<file path="src/rtl/tfs_pkg.sv">
package tfs_pkg;
    localparam int SYNC_W = 36;
    localparam int BYTE_BITS = 9;

    typedef struct packed {
        logic       perr;
        logic [7:0] data;
    } tfs_byte_t;
endpackage

</file>
<file path="src/rtl/tfs_line_decode.sv">
module tfs_line_decode #(
    parameter int                      SYNC_W    = tfs_pkg::SYNC_W,
    parameter logic [SYNC_W-1:0]       SYNC_WORD = 36'h9A5C3E16D
) (
    input  logic clk,
    input  logic rst_n,
    input  logic bit_valid,
    input  logic nrzm_in,
    output logic dec_bit,
    output logic sync_hit
);
    typedef struct packed {
        logic              prev;
        logic [SYNC_W-1:0] win;
    } dec_st_t;

    dec_st_t st_q, st_d;
    logic [SYNC_W-1:0] window;

    always_comb begin
        st_d     = st_q;
        dec_bit  = nrzm_in ^ st_q.prev;
        window   = {st_q.win[SYNC_W-2:0], dec_bit};
        sync_hit = bit_valid && (window == SYNC_WORD);
        if (bit_valid) begin
            st_d.prev = nrzm_in;
            st_d.win  = window;
        end
    end

    always_ff @(posedge clk or negedge rst_n) begin
        if (!rst_n) st_q <= '0;
        else        st_q <= st_d;
    end

    // the decode history only moves on valid bits
    p_dec_hold_r12: assert property (@(posedge clk) disable iff (!rst_n)
        !bit_valid |=> $stable(st_q));
endmodule

</file>
<file path="src/rtl/tfs_byte_framer.sv">
module tfs_byte_framer #(
    parameter int LEN_W  = 12,
    parameter int ADDR_W = 15,
    parameter int CNT_W  = 16
) (
    input  logic              clk,
    input  logic              rst_n,
    input  logic              bit_valid,
    input  logic              dec_bit,
    input  logic              realign,
    input  logic              locked,
    input  logic              clr_status,
    input  logic [LEN_W-1:0]  frame_len,
    input  logic [LEN_W-1:0]  hdr_len,
    input  logic [LEN_W-1:0]  crc_first,
    input  logic [LEN_W-1:0]  crc_last,
    input  logic [ADDR_W-1:0] start_addr,
    output logic              at_end,
    output logic              wr_en,
    output logic [ADDR_W-1:0] wr_addr,
    output logic [8:0]        wr_data,
    output logic              hdr_win,
    output logic              data_win,
    output logic              crc_win,
    output logic [CNT_W-1:0]  hdr_perr_cnt,
    output logic [CNT_W-1:0]  data_perr_cnt
);
    import tfs_pkg::*;

    localparam logic [3:0]       LAST_BIT = 4'(BYTE_BITS - 1);
    localparam logic [CNT_W-1:0] CNT_MAX  = '1;

    typedef struct packed {
        logic [3:0]        bit_cnt;
        logic [LEN_W-1:0]  byte_cnt;
        logic [ADDR_W-1:0] addr;
        logic [7:0]        sh;
        logic              wr_en;
        logic [ADDR_W-1:0] wr_addr;
        tfs_byte_t         wr_word;
        logic [CNT_W-1:0]  hdr_cnt;
        logic [CNT_W-1:0]  dat_cnt;
    } frm_st_t;

    frm_st_t st_q, st_d;
    logic [LEN_W-1:0] last_byte;
    logic             in_hdr;
    logic             perr;

    always_comb begin
        last_byte = frame_len - 1'b1;
        at_end    = (st_q.bit_cnt == LAST_BIT) && (st_q.byte_cnt == last_byte);
        in_hdr    = st_q.byte_cnt < hdr_len;
        perr      = ~^{st_q.sh, dec_bit};
        hdr_win   = locked && in_hdr;
        data_win  = locked && !in_hdr;
        crc_win   = locked && (st_q.byte_cnt >= crc_first) && (st_q.byte_cnt <= crc_last);

        st_d       = st_q;
        st_d.wr_en = 1'b0;
        if (clr_status) begin
            st_d.hdr_cnt = '0;
            st_d.dat_cnt = '0;
        end
        if (bit_valid) begin
            st_d.sh = {st_q.sh[6:0], dec_bit};
            if (realign) begin
                st_d.bit_cnt  = '0;
                st_d.byte_cnt = '0;
                st_d.addr     = start_addr;
            end else if (st_q.bit_cnt == LAST_BIT) begin
                st_d.bit_cnt  = '0;
                st_d.byte_cnt = (st_q.byte_cnt >= last_byte) ? '0 : st_q.byte_cnt + 1'b1;
                if (locked) begin
                    st_d.wr_en        = 1'b1;
                    st_d.wr_addr      = st_q.addr;
                    st_d.wr_word.perr = perr;
                    st_d.wr_word.data = st_q.sh;
                    st_d.addr         = st_q.addr + 1'b1;
                    if (perr && !clr_status) begin
                        if (in_hdr) begin
                            if (st_q.hdr_cnt != CNT_MAX) st_d.hdr_cnt = st_q.hdr_cnt + 1'b1;
                        end else begin
                            if (st_q.dat_cnt != CNT_MAX) st_d.dat_cnt = st_q.dat_cnt + 1'b1;
                        end
                    end
                end
            end else begin
                st_d.bit_cnt = st_q.bit_cnt + 1'b1;
            end
        end
    end

    always_ff @(posedge clk or negedge rst_n) begin
        if (!rst_n) st_q <= '0;
        else        st_q <= st_d;
    end

    assign wr_en         = st_q.wr_en;
    assign wr_addr       = st_q.wr_addr;
    assign wr_data       = st_q.wr_word;
    assign hdr_perr_cnt  = st_q.hdr_cnt;
    assign data_perr_cnt = st_q.dat_cnt;

    p_realign_r3: assert property (@(posedge clk) disable iff (!rst_n)
        (bit_valid && realign) |=> (st_q.bit_cnt == 0) && (st_q.byte_cnt == 0)
            && (st_q.addr == $past(start_addr)) && !wr_en);

    p_wr_pulse_r7: assert property (@(posedge clk) disable iff (!rst_n)
        wr_en |=> !wr_en);

    p_addr_step_r7: assert property (@(posedge clk) disable iff (!rst_n)
        wr_en |-> (st_q.addr == wr_addr + 1'b1));

    p_idle_hold_r12: assert property (@(posedge clk) disable iff (!rst_n)
        !bit_valid |=> $stable(st_q.bit_cnt) && $stable(st_q.byte_cnt)
            && $stable(st_q.addr) && !wr_en);

    p_cnt_mono_r10: assert property (@(posedge clk) disable iff (!rst_n)
        !clr_status |=> (hdr_perr_cnt >= $past(hdr_perr_cnt))
            && (data_perr_cnt >= $past(data_perr_cnt)));

    p_win_excl_r9: assert property (@(posedge clk) disable iff (!rst_n)
        !(hdr_win && data_win));
endmodule

</file>
<file path="src/rtl/tfs_sync_ctrl.sv">
module tfs_sync_ctrl (
    input  logic clk,
    input  logic rst_n,
    input  logic sync_hit,
    input  logic at_end,
    input  logic arm,
    input  logic clr_status,
    output logic realign,
    output logic locked,
    output logic sync_en,
    output logic sync_ok,
    output logic sync_nok
);
    typedef struct packed {
        logic armed;
        logic locked;
        logic ok;
        logic nok;
    } ctl_st_t;

    ctl_st_t st_q, st_d;

    always_comb begin
        st_d    = st_q;
        realign = sync_hit && st_q.armed;
        if (clr_status) begin
            st_d.ok  = 1'b0;
            st_d.nok = 1'b0;
        end
        if (sync_hit) begin
            if (st_q.armed) begin
                st_d.armed  = 1'b0;
                st_d.locked = 1'b1;
            end else if (st_q.locked) begin
                if (at_end) st_d.ok  = 1'b1;
                else        st_d.nok = 1'b1;
            end
        end
        if (arm) st_d.armed = 1'b1;
    end

    always_ff @(posedge clk or negedge rst_n) begin
        if (!rst_n) st_q <= '0;
        else        st_q <= st_d;
    end

    assign locked   = st_q.locked;
    assign sync_en  = st_q.armed;
    assign sync_ok  = st_q.ok;
    assign sync_nok = st_q.nok;

    p_arm_sets_r4: assert property (@(posedge clk) disable iff (!rst_n)
        arm |=> sync_en);

    p_ok_sticky_r5: assert property (@(posedge clk) disable iff (!rst_n)
        (sync_ok && !clr_status) |=> sync_ok);

    p_ok_at_end_r5: assert property (@(posedge clk) disable iff (!rst_n)
        $rose(sync_ok) |-> $past(at_end) && $past(sync_hit));

    p_nok_sticky_r6: assert property (@(posedge clk) disable iff (!rst_n)
        (sync_nok && !clr_status) |=> sync_nok);
endmodule

</file>
<file path="src/rtl/track_frame_sync.sv">
module track_frame_sync #(
    parameter int                          LEN_W     = 12,
    parameter int                          ADDR_W    = 15,
    parameter int                          CNT_W     = 16,
    parameter logic [tfs_pkg::SYNC_W-1:0]  SYNC_WORD = 36'h9A5C3E16D
) (
    input  logic              clk,
    input  logic              rst_n,
    input  logic              bit_valid,
    input  logic              nrzm_in,
    input  logic              arm,
    input  logic              clr_status,
    input  logic [LEN_W-1:0]  frame_len,
    input  logic [LEN_W-1:0]  hdr_len,
    input  logic [LEN_W-1:0]  crc_first,
    input  logic [LEN_W-1:0]  crc_last,
    input  logic [ADDR_W-1:0] start_addr,
    output logic              sync_en,
    output logic              sync_ok,
    output logic              sync_nok,
    output logic              frame_locked,
    output logic              wr_en,
    output logic [ADDR_W-1:0] wr_addr,
    output logic [8:0]        wr_data,
    output logic              hdr_win,
    output logic              data_win,
    output logic              crc_win,
    output logic [CNT_W-1:0]  hdr_perr_cnt,
    output logic [CNT_W-1:0]  data_perr_cnt
);
    logic dec_bit, sync_hit, realign, at_end;

    tfs_line_decode #(.SYNC_W(tfs_pkg::SYNC_W), .SYNC_WORD(SYNC_WORD)) u_decode (
        .clk(clk), .rst_n(rst_n), .bit_valid(bit_valid), .nrzm_in(nrzm_in),
        .dec_bit(dec_bit), .sync_hit(sync_hit)
    );

    tfs_sync_ctrl u_ctrl (
        .clk(clk), .rst_n(rst_n), .sync_hit(sync_hit), .at_end(at_end),
        .arm(arm), .clr_status(clr_status), .realign(realign),
        .locked(frame_locked), .sync_en(sync_en), .sync_ok(sync_ok),
        .sync_nok(sync_nok)
    );

    tfs_byte_framer #(.LEN_W(LEN_W), .ADDR_W(ADDR_W), .CNT_W(CNT_W)) u_framer (
        .clk(clk), .rst_n(rst_n), .bit_valid(bit_valid), .dec_bit(dec_bit),
        .realign(realign), .locked(frame_locked), .clr_status(clr_status),
        .frame_len(frame_len), .hdr_len(hdr_len), .crc_first(crc_first),
        .crc_last(crc_last), .start_addr(start_addr), .at_end(at_end),
        .wr_en(wr_en), .wr_addr(wr_addr), .wr_data(wr_data),
        .hdr_win(hdr_win), .data_win(data_win), .crc_win(crc_win),
        .hdr_perr_cnt(hdr_perr_cnt), .data_perr_cnt(data_perr_cnt)
    );
endmodule

</file>
<file path="config.mk">
export PLATFORM = sky130hd
export DESIGN_NAME = track_frame_sync
export DESIGN_NICKNAME = d
export VERILOG_FILES = /design/src/rtl/tfs_pkg.sv /design/src/rtl/tfs_line_decode.sv /design/src/rtl/tfs_byte_framer.sv /design/src/rtl/tfs_sync_ctrl.sv /design/src/rtl/track_frame_sync.sv
export SDC_FILE = /design/constraint.sdc
export NUM_CORES = 1
export LEC_CHECK = 0
export BUFFER_PORTS_ARGS = -buffer_cell sky130_fd_sc_hd__buf_4
export CORE_MARGIN = 2
export CORE_UTILIZATION = 35
export DETAILED_ROUTE_END_ITERATION = 10
export PLACE_DENSITY = 0.66
export SYNTH_ARGS = -nofsm -noshare
export SYNTH_HDL_FRONTEND = slang
export SYNTH_HIERARCHICAL = 1
export SYNTH_SLANG_ARGS = --single-unit
</file>
<file path="constraint.sdc">
create_clock -name clk -period 2.45 [get_ports clk]
set_input_delay 0.245 -clock clk [delete_from_list [all_inputs] [get_ports clk]]
set_output_delay 0.245 -clock clk [all_outputs]
set_load 0.005 [all_outputs]
</file>
==> flow_summary.html, run 1 <==
<table>
<tr><th>Metric</th><th>Value</th></tr>
<tr><th colspan="2">STA</th></tr>
<tr><td>Unrepaired setup endpoints after global routing</td><td>yes</td></tr>
<tr><td>Final worst-path setup slack</td><td>-0.0988 ns</td></tr>
<tr><td>Minimum clock period after layout</td><td>2.55 ns</td></tr>
<tr><td>Maximum frequency from static timing analysis</td><td>392 MHz</td></tr>
<tr><td>Final clock skew</td><td>0.00700 ns</td></tr>
<tr><td>Period Utilization, post-route</td><td>104%</td></tr>
<tr><td>Final setup violation count</td><td>27</td></tr>
<tr><td>Final hold viol count</td><td>0</td></tr>
<tr><td>Max-Slew Margin vs Limit</td><td>53.2%</td></tr>
<tr><td>Fin. max-slew vios</td><td>0</td></tr>
<tr><td>Slew at the pin with the worst max-slew slack</td><td>0.703 ns</td></tr>
<tr><th colspan="2">Final layout</th></tr>
<tr><td>Fraction of final layout cells sized beyond drive strength 1</td><td>44.2%</td></tr>
<tr><td>Non-Filler Instances</td><td>1334</td></tr>
<tr><td>Fill cells</td><td>2103</td></tr>
<tr><td>Area overhead of the layout relative to synthesis</td><td>38.0%</td></tr>
<tr><td>End-of-flow core utilization</td><td>49.0%</td></tr>
<tr><td>Diodes inserted</td><td>0</td></tr>
<tr><td>Post-route cell area</td><td>11400 µm²</td></tr>
<tr><td>Final-stage net count</td><td>1126</td></tr>
<tr><th colspan="2">Placed design</th></tr>
<tr><td>Placed wire-length estimate</td><td>15.0 mm</td></tr>
<tr><td>Area after detailed placement</td><td>9870 µm²</td></tr>
<tr><td>DP Worst Slack</td><td>-0.274 ns</td></tr>
<tr><td>GP Congestion</td><td>0.844</td></tr>
<tr><td>Cell Count Post-Placement</td><td>1271</td></tr>
<tr><td>Number of buffers inserted by port buffering</td><td>132</td></tr>
<tr><th colspan="2">Detailed routing</th></tr>
<tr><td>Routed via count</td><td>6767</td></tr>
<tr><td>Number of antenna-violating nets in the routed design</td><td>0</td></tr>
<tr><td>Per-cell via count in the routed design</td><td>5.07</td></tr>
<tr><td>Average detailed-routed wire length per instance</td><td>16.3 µm</td></tr>
<tr><td>Number of optimization iterations in the first detailed-route pass</td><td>5</td></tr>
<tr><td>DRC Markers</td><td>0</td></tr>
<tr><td>Iter 0 DRT Violations</td><td>334</td></tr>
<tr><td>DRT Wirelength</td><td>21.7 mm</td></tr>
<tr><th colspan="2">Global routing</th></tr>
<tr><td>Final global-route overflow total</td><td>0</td></tr>
<tr><td>Initial antenna violation count</td><td>0</td></tr>
<tr><td>Overall routing resource usage</td><td>17.5%</td></tr>
<tr><td>Via count of the first global-routing pass</td><td>6765</td></tr>
<tr><td>Wire length of the first global-routing pass</td><td>34.4 mm</td></tr>
<tr><td>Largest net degree at the start of global routing</td><td>71</td></tr>
<tr><th colspan="2">Synth</th></tr>
<tr><td>Mean area per synthesized cell</td><td>10.2 µm²</td></tr>
<tr><td>Cells after Synth</td><td>809</td></tr>
<tr><td>Synthesis-stage register bit count</td><td>136</td></tr>
<tr><td>Warnings, synthesis</td><td>6</td></tr>
<tr><td>Syn Nets</td><td>932</td></tr>
<tr><td>Netlist area before placement</td><td>8280 µm²</td></tr>
<tr><td>Share of flip-flops with an asynchronous set or reset</td><td>100%</td></tr>
<tr><td>Synth Flop Type</td><td>sky130_fd_sc_hd__dfrtp_1</td></tr>
<tr><td>Number of distinct library cells after synthesis</td><td>66</td></tr>
<tr><td>Post-synth EDFFs</td><td>0</td></tr>
<tr><td>Sequential cell area fraction in the yosys report</td><td>41.1%</td></tr>
<tr><th colspan="2">Power</th></tr>
<tr><td>Leak pwr</td><td>5.27 nW</td></tr>
<tr><td>Internal cell power</td><td>0.00528 W</td></tr>
<tr><td>Total power divided by cell area</td><td>647 nW/µm²</td></tr>
<tr><td>Part of the power in combinational logic</td><td>27.7%</td></tr>
<tr><td>Proportion of total power due to net switching</td><td>28.6%</td></tr>
<tr><td>Sw power</td><td>0.00211 W</td></tr>
<tr><td>Portion of total power attributed to the clock network</td><td>33.8%</td></tr>
<tr><td>Portion of total power attributed to sequential cells</td><td>38.5%</td></tr>
<tr><td>Peak supply drop</td><td>0.464 mV</td></tr>
<tr><th colspan="2">CTS</th></tr>
<tr><td>TritonCTS sink count</td><td>136</td></tr>
<tr><td>Root Buffer</td><td>sky130_fd_sc_hd__clkbuf_16</td></tr>
<tr><td>Latest clock arrival within the worst-skew pair</td><td>0.42 ns</td></tr>
<tr><td># H-tree levels</td><td>4</td></tr>
<tr><td>CTS clock-pin slew for the worst setup and hold paths</td><td>0.06 ns</td></tr>
<tr><td>Max Buffers Root-to-Sink</td><td>2</td></tr>
<tr><td>TritonCTS Buffers</td><td>17</td></tr>
<tr><td>CTS tree</td><td>yes</td></tr>
<tr><th colspan="2">Floorplan</th></tr>
<tr><td>Die Height</td><td>158 µm</td></tr>
<tr><td>Area enclosed by the die boundary</td><td>24900 µm²</td></tr>
<tr><td>IO Count</td><td>133</td></tr>
<tr><td>Row count</td><td>56</td></tr>
<tr><td>Placeable core area</td><td>23300 µm²</td></tr>
<tr><td>Effective utilization at floorplan</td><td>35.5%</td></tr>
<tr><td>Die Width</td><td>158 µm</td></tr>
<tr><th colspan="2">Setup path</th></tr>
<tr><td>R2r startpoint</td><td>u_decode/st_q[6]$_DFFE_PN0P_</td></tr>
<tr><td>Slowest cell on crit path</td><td>sky130_fd_sc_hd__dfrtp_1</td></tr>
<tr><td>Required @ worst endpoint</td><td>2.75 ns</td></tr>
<tr><td>Crit path cell chain</td><td>nor4bb_2 &gt; nand4_1 &gt; nor4_2 &gt; and2_4 &gt; nand2b_4 &gt; nor3_4 &gt; mux2i_4 &gt; buf_6 &gt; nor2_4 &gt; nand3_2 &gt; mux2_4</td></tr>
<tr><td>Critical path arrival</td><td>2.85 ns</td></tr>
<tr><td>Kind of cell adding the most delay to the critical path</td><td>simple AND/OR/NAND/NOR gates</td></tr>
<tr><td>Worst setup startpoint</td><td>u_decode/st_q[6]$_DFFE_PN0P_</td></tr>
<tr><td>Crit end category</td><td>flop</td></tr>
<tr><td>Maximum cell stage delay along the critical path</td><td>0.39 ns</td></tr>
<tr><td>Startpoint kind of the worst setup timing path</td><td>flop</td></tr>
<tr><td>Crit path buf inv count</td><td>1</td></tr>
<tr><td>Worst setup path category</td><td>flop to flop</td></tr>
<tr><td>Peak fanout along the critical path</td><td>4</td></tr>
<tr><th colspan="2">Status</th></tr>
<tr><td>Violations in the final reports</td><td>setup timing</td></tr>
<tr><td>Status</td><td>complete, but fails checks</td></tr>
<tr><th colspan="2">Hold path</th></tr>
<tr><td>Type of the worst min-delay path</td><td>input pin to flop</td></tr>
<tr><td>Hold Startpoint</td><td>arm</td></tr>
<tr><th colspan="2">Flow run</th></tr>
<tr><td>Max Cap Viol</td><td>0</td></tr>
</table>
-- final timing paths --
kind	end	slack (ns)	depth (start not counted)
min in group asynchronous	u_decode/st_q[31]$_DFFE_PN0P_	0.41	2
min	u_ctrl/sync_en$_DFFE_PN0P_	0.04	2
max	u_framer/data_perr_cnt[1]$_DFF_PN0_	-0.1	11
max in group asynchronous	u_decode/st_q[15]$_DFFE_PN0P_	1.33	3
max reg2reg	u_framer/data_perr_cnt[1]$_DFF_PN0_	-0.1	11
min reg2reg	u_framer/hdr_perr_cnt[5]$_DFF_PN0_	0.50	1
-- cell families after synthesis --
kind of cell,count (synthesis),share of synthesized area [%]
multiplexers,98,13.2
buffers and inverters,136,8.96
flip-flops,136,41.1
adder cells (fa/ha/maj),54,8.16
XOR/XNOR,26,3.37
AO/OA/AOI/OAI,108,8.22
AND/OR/NAND/NOR,251,17.0
-- cell usage in the layout, fill, tap and decap left out, types with 9 or more instances in the layout --
cell type	synthesis	routed
sky130_fd_sc_hd__nand2_1	57	55
sky130_fd_sc_hd__nor3_1	20	9
sky130_fd_sc_hd__dfrtp_1	136	136
sky130_fd_sc_hd__mux2i_1	25	25
sky130_fd_sc_hd__a21oi_1	26	21
sky130_fd_sc_hd__ha_1	54	45
sky130_fd_sc_hd__and4_1	10	9
sky130_fd_sc_hd__o21ai_0	24	11
sky130_fd_sc_hd__nor3_2	1	9
sky130_fd_sc_hd__nand4_1	20	20
sky130_fd_sc_hd__inv_1	55	54
sky130_fd_sc_hd__buf_4	58	222
sky130_fd_sc_hd__mux2_2	70	69
sky130_fd_sc_hd__a21o_1	10	10
sky130_fd_sc_hd__clkbuf_16	0	18
sky130_fd_sc_hd__and3_1	11	9
sky130_fd_sc_hd__buf_6	1	25
sky130_fd_sc_hd__o21ai_1	2	13
sky130_fd_sc_hd__nor2_1	33	31
sky130_fd_sc_hd__xor2_1	11	11
sky130_fd_sc_hd__nor4_4	0	11
sky130_fd_sc_hd__nor2b_1	9	9
sky130_fd_sc_hd__xnor2_1	11	11
sky130_fd_sc_hd__nand3_1	31	27
-- final cells by class --
cell class / instances / area [µm²] / share of cell area, %
Multi-Input combinational cell: 538 / 4750 / 41.6
Sequential cell: 136 / 3400 / 29.8
Timing Repair Buffer: 255 / 2080 / 18.2
Clock buffer: 19 / 453 / 3.97
Tap cell: 319 / 399 / 3.49
Inverter: 55 / 206 / 1.81
Clock inverter: 12 / 128 / 1.12
-- metal layers --
layer  global-route usage, %  wire length, µm  vias up
li1                        -                -     3252
met1                    23.1             9660     3335
met2                    29.1            10800      157
met3                    4.08              984       23
met4                    4.33              225        0
met5                       0                0        -
-- power groups by stage --
stage          clock network, W  registers, W  logic (W)
2_1_floorplan                 0       0.00285   0.000985
3_3_place_gp                  0       0.00286    0.00167
3_5_place_dp                  0       0.00287    0.00172
4_1_cts                 0.00255       0.00285    0.00199
5_1_grt                 0.00268       0.00290    0.00225
6_report                0.00250       0.00285    0.00205
-- registers in the layout (all words and copies together), names as in the netlist, 9 cells and up --
signal / flops
u_framer/data_perr_cnt: 16
u_framer/hdr_perr_cnt: 16
u_framer/st_q: 39
u_framer/wr_addr: 15
u_framer/wr_data: 9
u_decode/st_q: 36
-- metrics by stage --
| stage | setup TNS, ns | hold WS (ns) | total power, W |
|---|---|---|---|
| global route | -10.13 | 0.0228 | 0.00783 |
| CTS | -0.988 | 0.0179 | 0.00739 |
| global placement | -5.92 | 0.304 | 0.00452 |
| finish | -1.56 | 0.0395 | 0.00739 |
| detailed placement | -8.57 | 0.307 | 0.00459 |
| floorplan | 0 | -0.0506 | 0.00383 |
-- timing repair --
action                                  4_1_cts  5_1_grt
setup buffers                                16       11
pin swaps                                    26       44
hold buffers                                  1        0
gates cloned                                  1        4
endpoints found under the setup margin       56       59
endpoints found under the hold margin        66        0
resized for setup                            70       77
-- worst register-to-register path, cell delays in order, from the launching register on --
cell                       delay [ns]
sky130_fd_sc_hd__dfrtp_1         0.39
sky130_fd_sc_hd__nor4bb_2        0.32
sky130_fd_sc_hd__nand4_1         0.15
sky130_fd_sc_hd__nor4_2          0.35
sky130_fd_sc_hd__and2_4          0.22
sky130_fd_sc_hd__nand2b_4        0.17
sky130_fd_sc_hd__nor3_4          0.05
sky130_fd_sc_hd__mux2i_4         0.21
sky130_fd_sc_hd__buf_6           0.14
sky130_fd_sc_hd__nor2_4          0.04
sky130_fd_sc_hd__nand3_2         0.11
sky130_fd_sc_hd__mux2_4          0.30
-- synth_stat cells, types with 5 or more instances --
| library cell | n | share of area (%) |
|---|---|---|
| sky130_fd_sc_hd__buf_2 | 5 | 0.30 |
| sky130_fd_sc_hd__ha_1 | 54 | 8.2 |
| sky130_fd_sc_hd__a22oi_1 | 9 | 0.82 |
| sky130_fd_sc_hd__nand3_1 | 31 | 1.9 |
| sky130_fd_sc_hd__and3_1 | 11 | 0.83 |
| sky130_fd_sc_hd__mux2i_1 | 25 | 3.0 |
| sky130_fd_sc_hd__o21a_1 | 6 | 0.54 |
| sky130_fd_sc_hd__buf_4 | 58 | 5.3 |
| sky130_fd_sc_hd__and4_1 | 10 | 1.1 |
| sky130_fd_sc_hd__nand4_1 | 20 | 1.5 |
| sky130_fd_sc_hd__a31oi_1 | 6 | 0.45 |
| sky130_fd_sc_hd__inv_1 | 55 | 2.5 |
| sky130_fd_sc_hd__clkbuf_1 | 16 | 0.73 |
| sky130_fd_sc_hd__nor2_1 | 33 | 1.5 |
| sky130_fd_sc_hd__a21oi_1 | 26 | 1.6 |
| sky130_fd_sc_hd__nor4_1 | 17 | 1.3 |
| sky130_fd_sc_hd__mux2_2 | 70 | 9.5 |
| sky130_fd_sc_hd__o22ai_1 | 7 | 0.53 |
| sky130_fd_sc_hd__nor3_1 | 20 | 1.2 |
| sky130_fd_sc_hd__a21o_1 | 10 | 0.91 |
| sky130_fd_sc_hd__nand2_1 | 57 | 2.6 |
| sky130_fd_sc_hd__nor2b_1 | 9 | 0.68 |
| sky130_fd_sc_hd__xnor2_1 | 11 | 1.2 |
| sky130_fd_sc_hd__dfrtp_1 | 136 | 41 |
| sky130_fd_sc_hd__and2_1 | 5 | 0.38 |
| sky130_fd_sc_hd__xor2_1 | 11 | 1.2 |
| sky130_fd_sc_hd__o21ai_0 | 24 | 1.5 |
Note: power is estimated with default switching activity, not from simulation.
==> run 2, diff against run 1 <==
--- a/config.mk
+++ b/config.mk
@@ -9,8 +9,7 @@
 export CORE_MARGIN = 2
 export CORE_UTILIZATION = 35
 export DETAILED_ROUTE_END_ITERATION = 10
-export PLACE_DENSITY = 0.66
+export PLACE_DENSITY = 0.64
 export SYNTH_ARGS = -nofsm -noshare
 export SYNTH_HDL_FRONTEND = slang
-export SYNTH_HIERARCHICAL = 1
 export SYNTH_SLANG_ARGS = --single-unit
==> constraint.sdc (replaced) <==
create_clock -name clk -period 3.1 [get_ports clk]
set_input_delay 0.31 -clock clk [delete_from_list [all_inputs] [get_ports clk]]
set_output_delay 0.31 -clock clk [all_outputs]
set_load 0.005 [all_outputs]
==> run 2 against run 1 <==
The run now ends clean. Critical path depth is 3 lower. Clock power is 16% lower. Worst setup slack better by 0.17 ns. Total power is 30% lower. First-iteration DRC count is 1.2% lower. Global-route usage is 1.3 points lower. Area after synthesis is 4.1% lower. Register-to-register slack better by 0.17 ns. Hold slack better by 0.026 ns. Count of clock-buffer cells in the layout is 2 lower.
==> flow_summary.html, run 2 <==
<table>
<tr><th>Metric</th><th>Value</th></tr>
<tr><th colspan="2">Status</th></tr>
<tr><td>Status</td><td>finished clean</td></tr>
<tr><th colspan="2">Setup path</th></tr>
<tr><td>Last element of the critical path</td><td>u_framer.data_perr_cnt[7]$_DFF_PN0_</td></tr>
<tr><td>Most frequent cell on the critical path</td><td>sky130_fd_sc_hd__or4_4</td></tr>
<tr><td>Worst setup path category</td><td>flop to flop</td></tr>
<tr><td>Startpoint kind of the worst setup timing path</td><td>flop</td></tr>
<tr><td>Maximum cell stage delay along the critical path</td><td>0.53 ns (+0.14 ns)</td></tr>
<tr><td>Number of cell instances on the worst register-to-register path</td><td>8 (-3)</td></tr>
<tr><td>Slowest cell on crit path</td><td>sky130_fd_sc_hd__or4_4</td></tr>
<tr><td>Worst setup startpoint</td><td>u_decode.st_q[3]$_DFFE_PN0P_</td></tr>
<tr><td>Reg2Reg Capture Point</td><td>u_framer.data_perr_cnt[7]$_DFF_PN0_</td></tr>
<tr><td>Required @ worst endpoint</td><td>3.41 ns (+0.66 ns)</td></tr>
<tr><td>R2r startpoint</td><td>u_decode.st_q[3]$_DFFE_PN0P_</td></tr>
<tr><td>Crit path cell chain</td><td>inv_1 &gt; ha_1 &gt; xnor3_1 &gt; xnor2_2 &gt; nand2_2 &gt; or4_4 &gt; or4_4 &gt; mux2_4</td></tr>
<tr><td>Peak fanout along the critical path</td><td>4 (unchanged)</td></tr>
<tr><td>Critical path arrival</td><td>3.34 ns (+0.49 ns)</td></tr>
<tr><td>Crit end category</td><td>flop</td></tr>
<tr><td>R2r setup slk</td><td>0.07 ns (+0.17 ns)</td></tr>
<tr><th colspan="2">Power</th></tr>
<tr><td>Portion of total power attributed to the clock network</td><td>41.0% (+7.2 points)</td></tr>
<tr><td>Leak pwr</td><td>4.88 nW (-7.5%)</td></tr>
<tr><td>Total power divided by cell area</td><td>533 nW/µm² (-18%)</td></tr>
<tr><td>Proportion of total power due to net switching</td><td>28.7% (+0.14 points)</td></tr>
<tr><td>Internal cell power</td><td>0.00368 W (-30%)</td></tr>
<tr><td>Peak supply drop</td><td>0.382 mV (-18%)</td></tr>
<tr><td>Sum of internal, switching and leakage power</td><td>0.00516 W (-30%)</td></tr>
<tr><td>Portion of total power attributed to sequential cells</td><td>40.5% (+2.0 points)</td></tr>
<tr><td>Sw power</td><td>0.00148 W (-30%)</td></tr>
<tr><td>Part of the power in combinational logic</td><td>18.6% (-9.1 points)</td></tr>
<tr><th colspan="2">STA</th></tr>
<tr><td>Slew at the pin with the worst max-slew slack</td><td>0.694 ns (-0.00811 ns)</td></tr>
<tr><td>Max-Slew Margin vs Limit</td><td>53.3% (+0.11 points)</td></tr>
<tr><td>Period Utilization, post-route</td><td>97.8% (-6.2 points)</td></tr>
<tr><td>Fin. max-slew vios</td><td>0 (unchanged)</td></tr>
<tr><td>Final hold viol count</td><td>0 (unchanged)</td></tr>
<tr><td>Final setup violation count</td><td>0 (-100%)</td></tr>
<tr><td>Final worst-path setup slack</td><td>0.0670 ns (+0.166 ns)</td></tr>
<tr><td>Hold Slack</td><td>0.0651 ns (+0.0257 ns)</td></tr>
<tr><td>Unrepaired setup endpoints after global routing</td><td>no</td></tr>
<tr><td>Maximum frequency from static timing analysis</td><td>330 MHz (-16%)</td></tr>
<tr><td>Final clock skew</td><td>0.00970 ns (+0.00270 ns)</td></tr>
<tr><td>Minimum clock period after layout</td><td>3.03 ns (+0.484 ns)</td></tr>
<tr><th colspan="2">Global routing</th></tr>
<tr><td>M1 GR Usage</td><td>20.9% (-2.2 points)</td></tr>
<tr><td>Initial antenna violation count</td><td>0 (unchanged)</td></tr>
<tr><td>Via count of the first global-routing pass</td><td>6009 (-11%)</td></tr>
<tr><td>Layer with the highest usage after global routing</td><td>met2</td></tr>
<tr><td>Final global-route overflow total</td><td>0 (unchanged)</td></tr>
<tr><td>Overall routing resource usage</td><td>16.3% (-1.3 points)</td></tr>
<tr><td>Wire length of the first global-routing pass</td><td>31.0 mm (-10%)</td></tr>
<tr><td>Routing usage on met2</td><td>26.4% (-2.7 points)</td></tr>
<tr><td>GRT met3 Usage</td><td>4.23% (+0.15 points)</td></tr>
<tr><td>Largest net degree at the start of global routing</td><td>85 (+20%)</td></tr>
<tr><th colspan="2">CTS</th></tr>
<tr><td>Latest clock arrival within the worst-skew pair</td><td>0.43 ns (about the same)</td></tr>
<tr><td># H-tree levels</td><td>4 (unchanged)</td></tr>
<tr><td>Max Buffers Root-to-Sink</td><td>2 (unchanged)</td></tr>
<tr><td>TritonCTS sink count</td><td>128 (-5.9%)</td></tr>
<tr><td>CTS tree</td><td>yes</td></tr>
<tr><td>TritonCTS Buffers</td><td>17 (unchanged)</td></tr>
<tr><td>Root Buffer</td><td>sky130_fd_sc_hd__clkbuf_16</td></tr>
<tr><td>CTS clock-pin slew for the worst setup and hold paths</td><td>0.06 ns (about the same)</td></tr>
<tr><th colspan="2">Synth</th></tr>
<tr><td>Synth top area share</td><td>40.4% (-0.76 points)</td></tr>
<tr><td>Most frequently used cell type in the post-synthesis netlist</td><td>sky130_fd_sc_hd__dfrtp_1</td></tr>
<tr><td>Warnings, synthesis</td><td>0 (-6)</td></tr>
<tr><td>Number of distinct library cells after synthesis</td><td>61 (-7.6%)</td></tr>
<tr><td>Mean area per synthesized cell</td><td>9.82 µm² (-4.0%)</td></tr>
<tr><td>Main area contributors after synthesis</td><td>sky130_fd_sc_hd__dfrtp_1 40%, sky130_fd_sc_hd__ha_1 9.1%, sky130_fd_sc_hd__mux2_2 8.5%, sky130_fd_sc_hd__buf_4 5.5%, sky130_fd_sc_hd__nand2_1 2.9%</td></tr>
<tr><td>Area leader, netlist</td><td>sky130_fd_sc_hd__dfrtp_1</td></tr>
<tr><td>Share of flip-flops with an asynchronous set or reset</td><td>100% (unchanged)</td></tr>
<tr><td>Cells after Synth</td><td>808 (-0.12%)</td></tr>
<tr><td>Syn Nets</td><td>935 (+0.32%)</td></tr>
<tr><td>Netlist area before placement</td><td>7940 µm² (-4.1%)</td></tr>
<tr><td>Post-synth EDFFs</td><td>0 (unchanged)</td></tr>
<tr><td>Sequential cell area fraction in the yosys report</td><td>40.4% (-0.76 points)</td></tr>
<tr><td>Commonest cells in the synthesized netlist</td><td>128 x sky130_fd_sc_hd__dfrtp_1, 62 x sky130_fd_sc_hd__nand2_1, 60 x sky130_fd_sc_hd__mux2_2, 58 x sky130_fd_sc_hd__buf_4, 58 x sky130_fd_sc_hd__ha_1</td></tr>
<tr><td>Synthesis-stage register bit count</td><td>128 (-5.9%)</td></tr>
<tr><td>Synth Flop Type</td><td>sky130_fd_sc_hd__dfrtp_1</td></tr>
<tr><th colspan="2">Detailed routing</th></tr>
<tr><td>Per-cell via count in the routed design</td><td>5.16 (+1.6%)</td></tr>
<tr><td>Routed via count</td><td>6187 (-8.6%)</td></tr>
<tr><td>DRC Markers</td><td>0 (unchanged)</td></tr>
<tr><td>Number of optimization iterations in the first detailed-route pass</td><td>5 (unchanged)</td></tr>
<tr><td>Average detailed-routed wire length per instance</td><td>16.0 µm (-1.8%)</td></tr>
<tr><td>DRT Wirelength</td><td>19.2 mm (-12%)</td></tr>
<tr><td>Number of antenna-violating nets in the routed design</td><td>0 (unchanged)</td></tr>
<tr><td>Iter 0 DRT Violations</td><td>330 (-1.2%)</td></tr>
<tr><th colspan="2">Placed design</th></tr>
<tr><td>Placed wire-length estimate</td><td>14.0 mm (-6.6%)</td></tr>
<tr><td>Cell Count Post-Placement</td><td>1166 (-8.3%)</td></tr>
<tr><td>GP Congestion</td><td>0.886 (+5.0%)</td></tr>
<tr><td>DP Worst Slack</td><td>-0.00494 ns (+0.269 ns)</td></tr>
<tr><td>Number of buffers inserted by port buffering</td><td>132 (unchanged)</td></tr>
<tr><th colspan="2">Final layout</th></tr>
<tr><td>End-of-flow core utilization</td><td>43.1% (-5.8 points)</td></tr>
<tr><td>Area overhead of the layout relative to synthesis</td><td>21.9%</td></tr>
<tr><td>Fraction of final layout cells sized beyond drive strength 1</td><td>29.8% (-14 points)</td></tr>
<tr><td>Commonest non-fill, non-tap cell in the layout</td><td>sky130_fd_sc_hd__buf_4</td></tr>
<tr><td>Most flop-heavy register</td><td>u_decode.st_q</td></tr>
<tr><td>Fill cells</td><td>2159 (+2.7%)</td></tr>
<tr><td>Registers with the highest flip-flop counts</td><td>u_decode.st_q: 36 flops, u_framer.st_q: 31 flops</td></tr>
<tr><td>Final-stage net count</td><td>1029 (-8.6%)</td></tr>
<tr><td>Non-Filler Instances</td><td>1200 (-10%)</td></tr>
<tr><td>Top library cells by usage in the layout, fill and taps aside</td><td>160 x sky130_fd_sc_hd__buf_4, 127 x sky130_fd_sc_hd__dfrtp_1, 61 x sky130_fd_sc_hd__nand2_1</td></tr>
<tr><td>Flip-flop count of the largest register, all copies and words added</td><td>36 (-7.7%)</td></tr>
<tr><td>Diodes inserted</td><td>0 (unchanged)</td></tr>
<tr><th colspan="2">Floorplan</th></tr>
<tr><td>Effective utilization at floorplan</td><td>35.4% (-0.097 points)</td></tr>
<tr><td>Area enclosed by the die boundary</td><td>23900 µm² (-4.0%)</td></tr>
<tr><td>Placeable core area</td><td>22400 µm² (-3.9%)</td></tr>
<tr><td>Die Height</td><td>155 µm (-2.0%)</td></tr>
<tr><td>Die Width</td><td>155 µm (-2.0%)</td></tr>
<tr><td>IO Count</td><td>133 (unchanged)</td></tr>
<tr><td>Row count</td><td>55 (-1.8%)</td></tr>
<tr><th colspan="2">Flow run</th></tr>
<tr><td>Max Cap Viol</td><td>0 (unchanged)</td></tr>
<tr><th colspan="2">Hold path</th></tr>
<tr><td>Type of the worst min-delay path</td><td>input pin to flop</td></tr>
</table>
==> run 2: how the worst min path moves through the flow <==
stage | start | end | slack [ns] | depth (start not counted)
floorplan | rst_n | u_ctrl.locked$_DFFE_PN0P_ | 0.01 | 0
global placement | rst_n | u_framer.data_perr_cnt[15]$_DFF_PN0_ | 0.17 | 1
detailed placement | rst_n | u_framer.data_perr_cnt[15]$_DFF_PN0_ | 0.17 | 1
CTS | arm | u_ctrl.sync_en$_DFFE_PN0P_ | 0.05 | 2
global route | arm | u_ctrl.sync_en$_DFFE_PN0P_ | 0.06 | 2
finish | arm | u_ctrl.sync_en$_DFFE_PN0P_ | 0.07 | 2
==> run 2: metrics by stage <==
step	area (µm²)	TNS (ns)
3_5_place_dp	8970	-0.00494
4_1_cts	9600	-0.0555
3_3_place_gp	8970	0
6_report	9680	0
5_1_grt	9680	0
2_1_floorplan	7940	0
==> run 2: kinds of logic after synthesis <==
kind of cell / Yosys count / share of synthesized area, %
AOI/OAI and AO/OA: 130 / 10.7
xor gates and xnor gates: 15 / 1.92
adders and majority gates: 58 / 9.14
buffers and inverters: 140 / 9.44
DFF: 128 / 40.4
muxes: 82 / 11.4
and+or+nand+nor: 255 / 17.1
==> run 2: final cells by class <==
| type | count | area [µm²] | area share, % |
|---|---|---|---|
| Clock buffer | 17 | 425 | 4.40 |
| Clock inverter | 15 | 193 | 1.99 |
| Inverter | 53 | 199 | 2.06 |
| Multi-Input combinational cell | 540 | 4070 | 42.0 |
| Sequential cell | 128 | 3200 | 33.1 |
| Tap cell | 285 | 357 | 3.69 |
| Timing Repair Buffer | 162 | 1230 | 12.7 |
==> run 2: worst max-delay path, delay by kind of cell (launching register included) <==
| kind | cells | cell delay [ns] |
|---|---|---|
| AND/OR/NAND/NOR | 3 | 1.18 |
| multiplexers | 1 | 0.30 |
| XOR/XNOR | 2 | 0.72 |
| buffers and inverters | 1 | 0.07 |
| flip-flops | 1 | 0.37 |
| adder cells (fa/ha/maj) | 1 | 0.28 |
==> run 2: power by group through the flow <==
| stage | clock network [W] | logic (W) | registers (W) |
|---|---|---|---|
| finish | 0.00211 | 0.000957 | 0.00209 |
| global route | 0.00224 | 0.00107 | 0.00213 |
| CTS | 0.00217 | 0.000942 | 0.00209 |
| detailed placement | 0 | 0.000926 | 0.00212 |
| global placement | 0 | 0.000895 | 0.00211 |
| floorplan | 0 | 0.000608 | 0.00207 |
==> run 2: metal layers <==
layer | vias up | wire (µm)
met5 | - | 0
met4 | 0 | 381
met3 | 26 | 1000
met2 | 133 | 9210
met1 | 2974 | 8570
li1 | 3054 | -
==> run 2: timing repair <==
action,in CTS,in global routing
setup endpoints to repair,2,22
pin swaps,0,3
hold buffers,1,0
buffers inserted,0,1
endpoints found under the hold margin,10,0
resized for setup,1,12
